$ cat config.mk
export PLATFORM = sky130hd
export DESIGN_NAME = frame_call_stack
export DESIGN_NICKNAME = d
export VERILOG_FILES = /design/src/rtl/fcs_pkg.sv /design/src/rtl/fcs_store.sv /design/src/rtl/fcs_frame.sv /design/src/rtl/frame_call_stack.sv
export SDC_FILE = /design/constraint.sdc
export NUM_CORES = 1
export LEC_CHECK = 0
export ABC_AREA = 1
export ABC_CLOCK_PERIOD_IN_PS = 5150
export CAP_MARGIN = 20
export CORE_UTILIZATION = 37
export CTS_BUF_LIST = sky130_fd_sc_hd__clkbuf_2
export DETAILED_ROUTE_END_ITERATION = 16
export GPL_TIMING_DRIVEN = 0
export SYNTH_ARGS = -nofsm -noshare
export SYNTH_HDL_FRONTEND = slang
export SYNTH_HIERARCHICAL = 1
export SYNTH_SLANG_ARGS = --single-unit
$ cat constraint.sdc
create_clock -name clk_i -period 5.15 [get_ports clk_i]
set_clock_uncertainty 0.05 [all_clocks]
set_input_delay 0.7725 -clock clk_i [delete_from_list [all_inputs] [get_ports clk_i]]
set_output_delay 0.7725 -clock clk_i [all_outputs]
set_load 0.1 [all_outputs]
$ cat src/rtl/fcs_pkg.sv
package fcs_pkg;
  typedef enum logic [2:0] {
    OP_NOP  = 3'd0,
    OP_PUSH = 3'd1,
    OP_POP  = 3'd2,
    OP_MARK = 3'd3,
    OP_CALL = 3'd4,
    OP_RET  = 3'd5
  } op_e;
endpackage

$ cat src/rtl/fcs_store.sv
module fcs_store #(
  parameter int DW    = 16,
  parameter int DEPTH = 16,
  localparam int AW   = $clog2(DEPTH)
) (
  input  logic          clk_i,
  input  logic          rst_ni,
  input  logic          we_i,
  input  logic [AW-1:0] waddr_i,
  input  logic [DW-1:0] wdata_i,
  input  logic [AW-1:0] raddr_i,
  output logic [DW-1:0] rdata_o
);
  logic [DW-1:0] mem_q [DEPTH];

  for (genvar g = 0; g < DEPTH; g++) begin : g_ent
    always_ff @(posedge clk_i or negedge rst_ni) begin
      if (!rst_ni)                         mem_q[g] <= '0;
      else if (we_i && waddr_i == AW'(g))  mem_q[g] <= wdata_i;
    end
  end

  assign rdata_o = mem_q[raddr_i];
endmodule

$ cat src/rtl/fcs_frame.sv
module fcs_frame #(
  parameter int DEPTH = 16,
  localparam int AW   = $clog2(DEPTH)
) (
  input  logic          clk_i,
  input  logic          rst_ni,
  input  logic          mark_i,
  input  logic          ret_i,
  input  logic [AW-1:0] slot_i,
  output logic [AW:0]   frame_o
);
  localparam logic [AW:0] NONE = (AW+1)'(DEPTH);

  logic [AW:0] frame_q;
  logic [AW:0] link_q [DEPTH];

  always_ff @(posedge clk_i or negedge rst_ni) begin
    if (!rst_ni) begin
      frame_q <= NONE;
      for (int i = 0; i < DEPTH; i++) link_q[i] <= NONE;
    end else if (mark_i) begin
      link_q[slot_i] <= frame_q;
      frame_q        <= {1'b0, slot_i};
    end else if (ret_i) begin
      frame_q <= link_q[frame_q[AW-1:0]];
    end
  end

  assign frame_o = frame_q;

  a_r10_frame_range: assert property (@(posedge clk_i) disable iff (!rst_ni)
    frame_q <= NONE);
  a_r6_mark_sets_frame: assert property (@(posedge clk_i) disable iff (!rst_ni)
    mark_i |=> frame_o == {1'b0, $past(slot_i)});
endmodule

$ cat src/rtl/frame_call_stack.sv
module frame_call_stack #(
  parameter int DW    = 16,
  parameter int DEPTH = 16,
  localparam int AW   = $clog2(DEPTH)
) (
  input  logic          clk_i,
  input  logic          rst_ni,
  input  logic [2:0]    op_i,
  input  logic [DW-1:0] push_data_i,
  input  logic [DW-1:0] pc_i,
  input  logic [DW-1:0] target_i,
  output logic [DW-1:0] pop_data_o,
  output logic [AW:0]   sp_o,
  output logic [DW-1:0] next_pc_o,
  output logic          err_o
);
  import fcs_pkg::*;

  localparam logic [AW:0] FULL = (AW+1)'(DEPTH);

  op_e           op;
  logic [AW:0]   sp_q, sp_d, sp_m1, frame;
  logic [DW-1:0] pop_q, pop_d, npc_q, npc_d, rdata, wdata;
  logic [AW-1:0] waddr, raddr;
  logic          err_q, err_d, we, mark, ret;
  logic          full, empty, live;

  assign op    = op_e'(op_i);
  assign full  = sp_q == FULL;
  assign empty = sp_q == '0;
  assign live  = frame < sp_q;
  assign sp_m1 = sp_q - 1'b1;
  assign raddr = (op == OP_RET) ? frame[AW-1:0] : sp_m1[AW-1:0];

  always_comb begin
    sp_d  = sp_q;
    pop_d = pop_q;
    npc_d = npc_q;
    err_d = 1'b0;
    we    = 1'b0;
    waddr = sp_q[AW-1:0];
    wdata = push_data_i;
    mark  = 1'b0;
    ret   = 1'b0;
    unique case (op)
      OP_PUSH: if (full) err_d = 1'b1;
               else begin we = 1'b1; sp_d = sp_q + 1'b1; end
      OP_POP:  if (empty) err_d = 1'b1;
               else begin pop_d = rdata; sp_d = sp_m1; end
      OP_MARK: if (full) err_d = 1'b1;
               else begin
                 we = 1'b1; wdata = '0; mark = 1'b1; sp_d = sp_q + 1'b1;
               end
      OP_CALL: if (!live) err_d = 1'b1;
               else begin
                 we = 1'b1; waddr = frame[AW-1:0]; wdata = pc_i + DW'(1);
                 npc_d = target_i;
               end
      OP_RET:  if (!live) err_d = 1'b1;
               else begin npc_d = rdata; sp_d = frame; ret = 1'b1; end
      default: ;
    endcase
  end

  always_ff @(posedge clk_i or negedge rst_ni) begin
    if (!rst_ni) begin
      sp_q  <= '0;
      pop_q <= '0;
      npc_q <= '0;
      err_q <= 1'b0;
    end else begin
      sp_q  <= sp_d;
      pop_q <= pop_d;
      npc_q <= npc_d;
      err_q <= err_d;
    end
  end

  fcs_store #(.DW(DW), .DEPTH(DEPTH)) u_store (
    .clk_i, .rst_ni, .we_i(we), .waddr_i(waddr), .wdata_i(wdata),
    .raddr_i(raddr), .rdata_o(rdata)
  );

  fcs_frame #(.DEPTH(DEPTH)) u_frame (
    .clk_i, .rst_ni, .mark_i(mark), .ret_i(ret),
    .slot_i(sp_q[AW-1:0]), .frame_o(frame)
  );

  assign sp_o       = sp_q;
  assign pop_data_o = pop_q;
  assign next_pc_o  = npc_q;
  assign err_o      = err_q;

  a_r5_sp_bound: assert property (@(posedge clk_i) disable iff (!rst_ni)
    sp_o <= FULL);
  a_r2_push_inc: assert property (@(posedge clk_i) disable iff (!rst_ni)
    (op_i == 3'd1 && sp_o != FULL) |=> sp_o == $past(sp_o) + 1'b1);
  a_r4_pop_underflow: assert property (@(posedge clk_i) disable iff (!rst_ni)
    (op_i == 3'd2 && sp_o == '0) |=> err_o && sp_o == '0);
  a_r5_no_overflow: assert property (@(posedge clk_i) disable iff (!rst_ni)
    (op_i == 3'd1 && sp_o == FULL) |=> err_o && $stable(sp_o));
  a_r7_call_target: assert property (@(posedge clk_i) disable iff (!rst_ni)
    (op_i == 3'd4 && frame < sp_o) |=> next_pc_o == $past(target_i) && $stable(sp_o));
  a_r9_ret_sp: assert property (@(posedge clk_i) disable iff (!rst_ni)
    (op_i == 3'd5 && frame < sp_o) |=> sp_o == $past(frame));
  a_r11_no_frame: assert property (@(posedge clk_i) disable iff (!rst_ni)
    ((op_i == 3'd4 || op_i == 3'd5) && !(frame < sp_o)) |=> err_o && $stable(next_pc_o));
endmodule

==> report_table.html <==
<table>
<tr><th>Metric</th><th>Value</th></tr>
<tr><th colspan="2">Min path</th></tr>
<tr><td>Hold Path Class</td><td>primary input to async pin</td></tr>
<tr><th colspan="2">CTS</th></tr>
<tr><td>Number of sinks on the clock net</td><td>379</td></tr>
<tr><td>Worst-case clock buffer depth</td><td>3</td></tr>
<tr><td>H-tree depth</td><td>3</td></tr>
<tr><td>Clock-pin transition on the worst setup and hold timing paths</td><td>0.09 ns</td></tr>
<tr><td>CTS Root Cell</td><td>sky130_fd_sc_hd__clkbuf_2</td></tr>
<tr><td>CTS tree</td><td>built</td></tr>
<tr><td>TritonCTS buffer count</td><td>105</td></tr>
<tr><td>Latest clock arrival within the worst-skew pair</td><td>1.10 ns</td></tr>
<tr><td>PostCTS Resize Cnt</td><td>0</td></tr>
<tr><th colspan="2">STA</th></tr>
<tr><td>Final max-slew violation count</td><td>0</td></tr>
<tr><td>Total of endpoints with negative setup slack in the final report</td><td>0</td></tr>
<tr><td>Remaining max-slew budget at the tightest pin</td><td>0.2591</td></tr>
<tr><td>Min setup slack post-route</td><td>0.7430 ns</td></tr>
<tr><td>Final period demand of the worst path</td><td>4.407 ns</td></tr>
<tr><td>Worst-Margin Slew</td><td>1.111 ns</td></tr>
<tr><td>Final hold violation count</td><td>0</td></tr>
<tr><td>Setup repair after global routing missed its margin</td><td>false</td></tr>
<tr><td>Maximum frequency from static timing analysis</td><td>226.9 MHz</td></tr>
<tr><td>Worst slack on hold paths</td><td>0.1655 ns</td></tr>
<tr><td>Part of the cycle the worst path needs</td><td>0.8557</td></tr>
<tr><th colspan="2">Route</th></tr>
<tr><td>Antenna Violating Nets Remaining</td><td>0</td></tr>
<tr><td>Post-detailed-routing wire length</td><td>69810 um</td></tr>
<tr><td>DRC Markers</td><td>0</td></tr>
<tr><td>Vias/cell</td><td>5.211</td></tr>
<tr><td>Routed WL per cell</td><td>19.89 um</td></tr>
<tr><td>Total iterations of the first detailed-routing run</td><td>7</td></tr>
<tr><td>Number of DRC markers in iteration 0</td><td>1860</td></tr>
<tr><td>Via count</td><td>18290</td></tr>
<tr><th colspan="2">Global routing</th></tr>
<tr><td>Grt met2 use</td><td>0.4295</td></tr>
<tr><td>Met3 global-route usage</td><td>0.04905</td></tr>
<tr><td>Tot GR Track Use</td><td>0.2683</td></tr>
<tr><td>Met1 GRT Util</td><td>0.3556</td></tr>
<tr><td>Number of antenna violations at the first check in global routing</td><td>3</td></tr>
<tr><td>First-pass GRT wire length</td><td>106800 um</td></tr>
<tr><td>Most used routing layer</td><td>met2</td></tr>
<tr><td>Maximum number of pins on one net before global-route repair</td><td>108</td></tr>
<tr><td>Aggregate global routing overflow</td><td>0</td></tr>
<tr><td>Via count of the first global-routing pass</td><td>17730</td></tr>
<tr><th colspan="2">Floorplanning</th></tr>
<tr><td>Floorplan die width</td><td>229.4 um</td></tr>
<tr><td>Starting density of the core</td><td>0.3783</td></tr>
<tr><td>Num ports</td><td>91</td></tr>
<tr><td>Area enclosed by the die boundary</td><td>52620 um2</td></tr>
<tr><td>Floorplan Core Area</td><td>50580 um2</td></tr>
<tr><td>FP Rows</td><td>82</td></tr>
<tr><td>Die Height</td><td>229.4 um</td></tr>
<tr><th colspan="2">Synth</th></tr>
<tr><td>Number of distinct library cell variants in the gate-level netlist after synthesis</td><td>40</td></tr>
<tr><td>FF+latch count, synth</td><td>379</td></tr>
<tr><td>Syn Std Cell Area</td><td>19130 um2</td></tr>
<tr><td>Fraction of registers with async set or reset after synthesis</td><td>1.000</td></tr>
<tr><td>Yosys warns</td><td>6</td></tr>
<tr><td>Top_reg_cell synth</td><td>sky130_fd_sc_hd__dfrtp_1</td></tr>
<tr><td>Synth Area per Inst</td><td>7.468 um2</td></tr>
<tr><td>Mapped Nets</td><td>2623</td></tr>
<tr><td>Count of flip-flops with a built-in enable after synthesis</td><td>0</td></tr>
<tr><td>Synthesized netlist cell count</td><td>2562</td></tr>
<tr><td>Proportion of synthesized chip area in sequential cells</td><td>0.4968</td></tr>
<tr><th colspan="2">Final layout</th></tr>
<tr><td>End-of-flow core utilization</td><td>0.4342</td></tr>
<tr><td>Nets</td><td>2827</td></tr>
<tr><td>Most common cell after layout, fill and taps aside</td><td>sky130_fd_sc_hd__nand2_1</td></tr>
<tr><td>Top library cells by usage in the layout, fill and taps aside</td><td>sky130_fd_sc_hd__nand2_1, sky130_fd_sc_hd__dfrtp_1, sky130_fd_sc_hd__o21ai_0</td></tr>
<tr><td>Post-route standard cell area excluding fillers</td><td>21960 um2</td></tr>
<tr><td>Post-route non-filler standard cell count</td><td>3510</td></tr>
<tr><td>Share of final-layout standard cells stronger than drive strength 1</td><td>0.1034</td></tr>
<tr><td>P&amp;R area growth vs syn</td><td>14.79%</td></tr>
<tr><th colspan="2">Power</th></tr>
<tr><td>Power per unit of standard cell area</td><td>694.5 nW/um2</td></tr>
<tr><td>Reg power frac</td><td>0.321</td></tr>
<tr><td>Leakage dissipation</td><td>0.01082 uW</td></tr>
<tr><td>Int Pwr</td><td>7328 uW</td></tr>
<tr><td>Part of the power in combinational logic</td><td>0.530</td></tr>
<tr><td>Power share of the clock group</td><td>0.149</td></tr>
<tr><td>Net Sw Frac</td><td>0.5196</td></tr>
<tr><td>Worst-case vdd ir drop</td><td>0.3018 mV</td></tr>
<tr><td>Switching power of the nets</td><td>7926 uW</td></tr>
<tr><th colspan="2">Outcome</th></tr>
<tr><td>Result of the run</td><td>completed</td></tr>
<tr><th colspan="2">Place</th></tr>
<tr><td>Cell Count Post-Placement</td><td>3330</td></tr>
<tr><td>HPWL Detailed</td><td>50600 um</td></tr>
<tr><td>Port Buf Inserts</td><td>90</td></tr>
<tr><td>Routability cong.</td><td>0.9737</td></tr>
<tr><td>Placed standard-cell area</td><td>20990 um2</td></tr>
<tr><td>Setup slack at placement</td><td>0.8085 ns</td></tr>
<tr><th colspan="2">Job</th></tr>
<tr><td>Max-cap check violation count</td><td>0</td></tr>
<tr><th colspan="2">Worst setup path</th></tr>
<tr><td>Kind of end point of the critical path</td><td>flop</td></tr>
<tr><td>Type of the worst setup path</td><td>flop to flop</td></tr>
<tr><td>Crit path required time</td><td>6.01 ns</td></tr>
<tr><td>Max FO, Critical Path</td><td>13</td></tr>
<tr><td>Setup crit start kind</td><td>flop</td></tr>
<tr><td>Critical path arrival</td><td>5.27 ns</td></tr>
</table>
## critical path: stages, from the launching register on
cell and delay, ns:
sky130_fd_sc_hd__dfrtp_1 0.77, sky130_fd_sc_hd__inv_1 0.23, sky130_fd_sc_hd__ha_1 0.34, sky130_fd_sc_hd__nand2_1 0.06
sky130_fd_sc_hd__nor2_1 0.10, sky130_fd_sc_hd__nand2_1 0.10, sky130_fd_sc_hd__nand4_4 0.17, sky130_fd_sc_hd__inv_2 0.09
sky130_fd_sc_hd__buf_6 0.15, sky130_fd_sc_hd__o21ai_0 0.47, sky130_fd_sc_hd__inv_1 0.14, sky130_fd_sc_hd__nor3_2 0.58
sky130_fd_sc_hd__nand2_1 0.38, sky130_fd_sc_hd__clkbuf_1 0.38, sky130_fd_sc_hd__nand2_1 0.12, sky130_fd_sc_hd__o21ai_0 0.09
## power groups by stage
stage                     logic (uW)  clock network (uW)  registers (uW)
final                           8090                2280            4890
after global routing            8720                2530            5030
after CTS                       7940                2350            4870
after detailed placement        7920                   0            4920
after global placement          7820                   0            4920
after floorplan                 4250                   0            5660
## what timing repair did
action | in CTS | in global routing
setup endpoints to repair | 0 | 0
endpoints found under the hold margin | 94 | 0
hold buffers | 1 | 0
buffers inserted | 0 | 0
## synthesized netlist by cell type, types with 2 or more instances
library cell	number	area, um2
sky130_fd_sc_hd__o21ai_1	83	415.4
sky130_fd_sc_hd__nand2_2	17	106.4
sky130_fd_sc_hd__nand2_4	3	33.78
sky130_fd_sc_hd__buf_6	10	112.6
sky130_fd_sc_hd__nand3_1	287	1436
sky130_fd_sc_hd__dfrtp_1	362	9059
sky130_fd_sc_hd__dfstp_2	17	446.7
sky130_fd_sc_hd__xor2_1	6	52.55
sky130_fd_sc_hd__a21boi_0	2	15.01
sky130_fd_sc_hd__o21bai_1	3	22.52
sky130_fd_sc_hd__inv_1	285	1070
sky130_fd_sc_hd__buf_4	4	30.03
sky130_fd_sc_hd__or2_0	2	12.51
sky130_fd_sc_hd__nand4_1	6	37.54
sky130_fd_sc_hd__nor2_4	7	78.83
sky130_fd_sc_hd__a21oi_1	3	15.01
sky130_fd_sc_hd__o211ai_1	4	30.03
sky130_fd_sc_hd__nor2_1	72	270.3
sky130_fd_sc_hd__nor2_2	3	18.77
sky130_fd_sc_hd__nand2_1	873	3277
sky130_fd_sc_hd__o21ai_0	339	1697
sky130_fd_sc_hd__nor3_2	3	30.03
sky130_fd_sc_hd__buf_2	41	205.2
sky130_fd_sc_hd__buf_1	13	48.80
sky130_fd_sc_hd__inv_2	7	26.28
sky130_fd_sc_hd__clkbuf_1	85	319.1
sky130_fd_sc_hd__ha_1	8	100.1
sky130_fd_sc_hd__or2_2	5	31.28
## kinds of logic (layout without fill, tap and decap cells)
group	Yosys count	after routing	share of synthesized area
simple gates	1285	1285	0.2834
buf+inv	446	718	0.09515
compound gates	437	437	0.1162
flops	379	379	0.4968
fa+ha+maj	8	8	0.005232
xor+xnor	7	7	0.003204
other cells	0	4	0
## sequential cells by signal (all words and copies together), names as in the netlist
name             cells
u_store/mem_q      256
u_frame/link_q      80
next_pc_o           16
pop_data_o          16
sp_o                 5
u_frame/frame_o      5
err_o                1
## final timing paths
path	slack (ns)	to	depth (start not counted)	from
max in group asynchronous	3.41	u_store/mem_q[197]$_DFFE_PN0P_	4	rst_ni
worst max register to register	0.74	u_store/mem_q[29]$_DFFE_PN0P_	15	sp_o[3]$_DFFE_PN0P_
worst max-delay path	0.74	u_store/mem_q[29]$_DFFE_PN0P_	15	sp_o[3]$_DFFE_PN0P_
min in group clk_i	0.28	next_pc_o[13]$_DFFE_PN0P_	5	target_i[13]
worst min register to register	0.43	u_frame/link_q[24]$_DFFE_PN1P_	2	u_frame/link_q[24]$_DFFE_PN1P_
worst min-delay path	0.17	u_frame/link_q[16]$_DFFE_PN0P_	2	rst_ni
## through the flow
step / power [uW] / TNS, ns
floorplan: 9909 / 0
global placement: 12740 / -4958.36
detailed placement: 12840 / 0
CTS: 15170 / 0
global route: 16280 / 0
finish: 15250 / 0
## routing by layer
metal  up-vias  routed length [um]
met5         -                   0
met4         0                2625
met3       166                4840
met2       734               32250
met1      8827               30100
li1       8564                   -
## cell type report
class,count,area (um2)
inverter,293,1105
timing repair buffer,97,1021
antenna,4,10.01
buffer,153,715.7
fill,5282,28620
tap,672,840.8
clock buffer,154,770.7
clock inverter,21,187.7
sequential,379,9505
multi-input combinational,1737,7807
No activity file was read; power rests on OpenSTA's default activity.
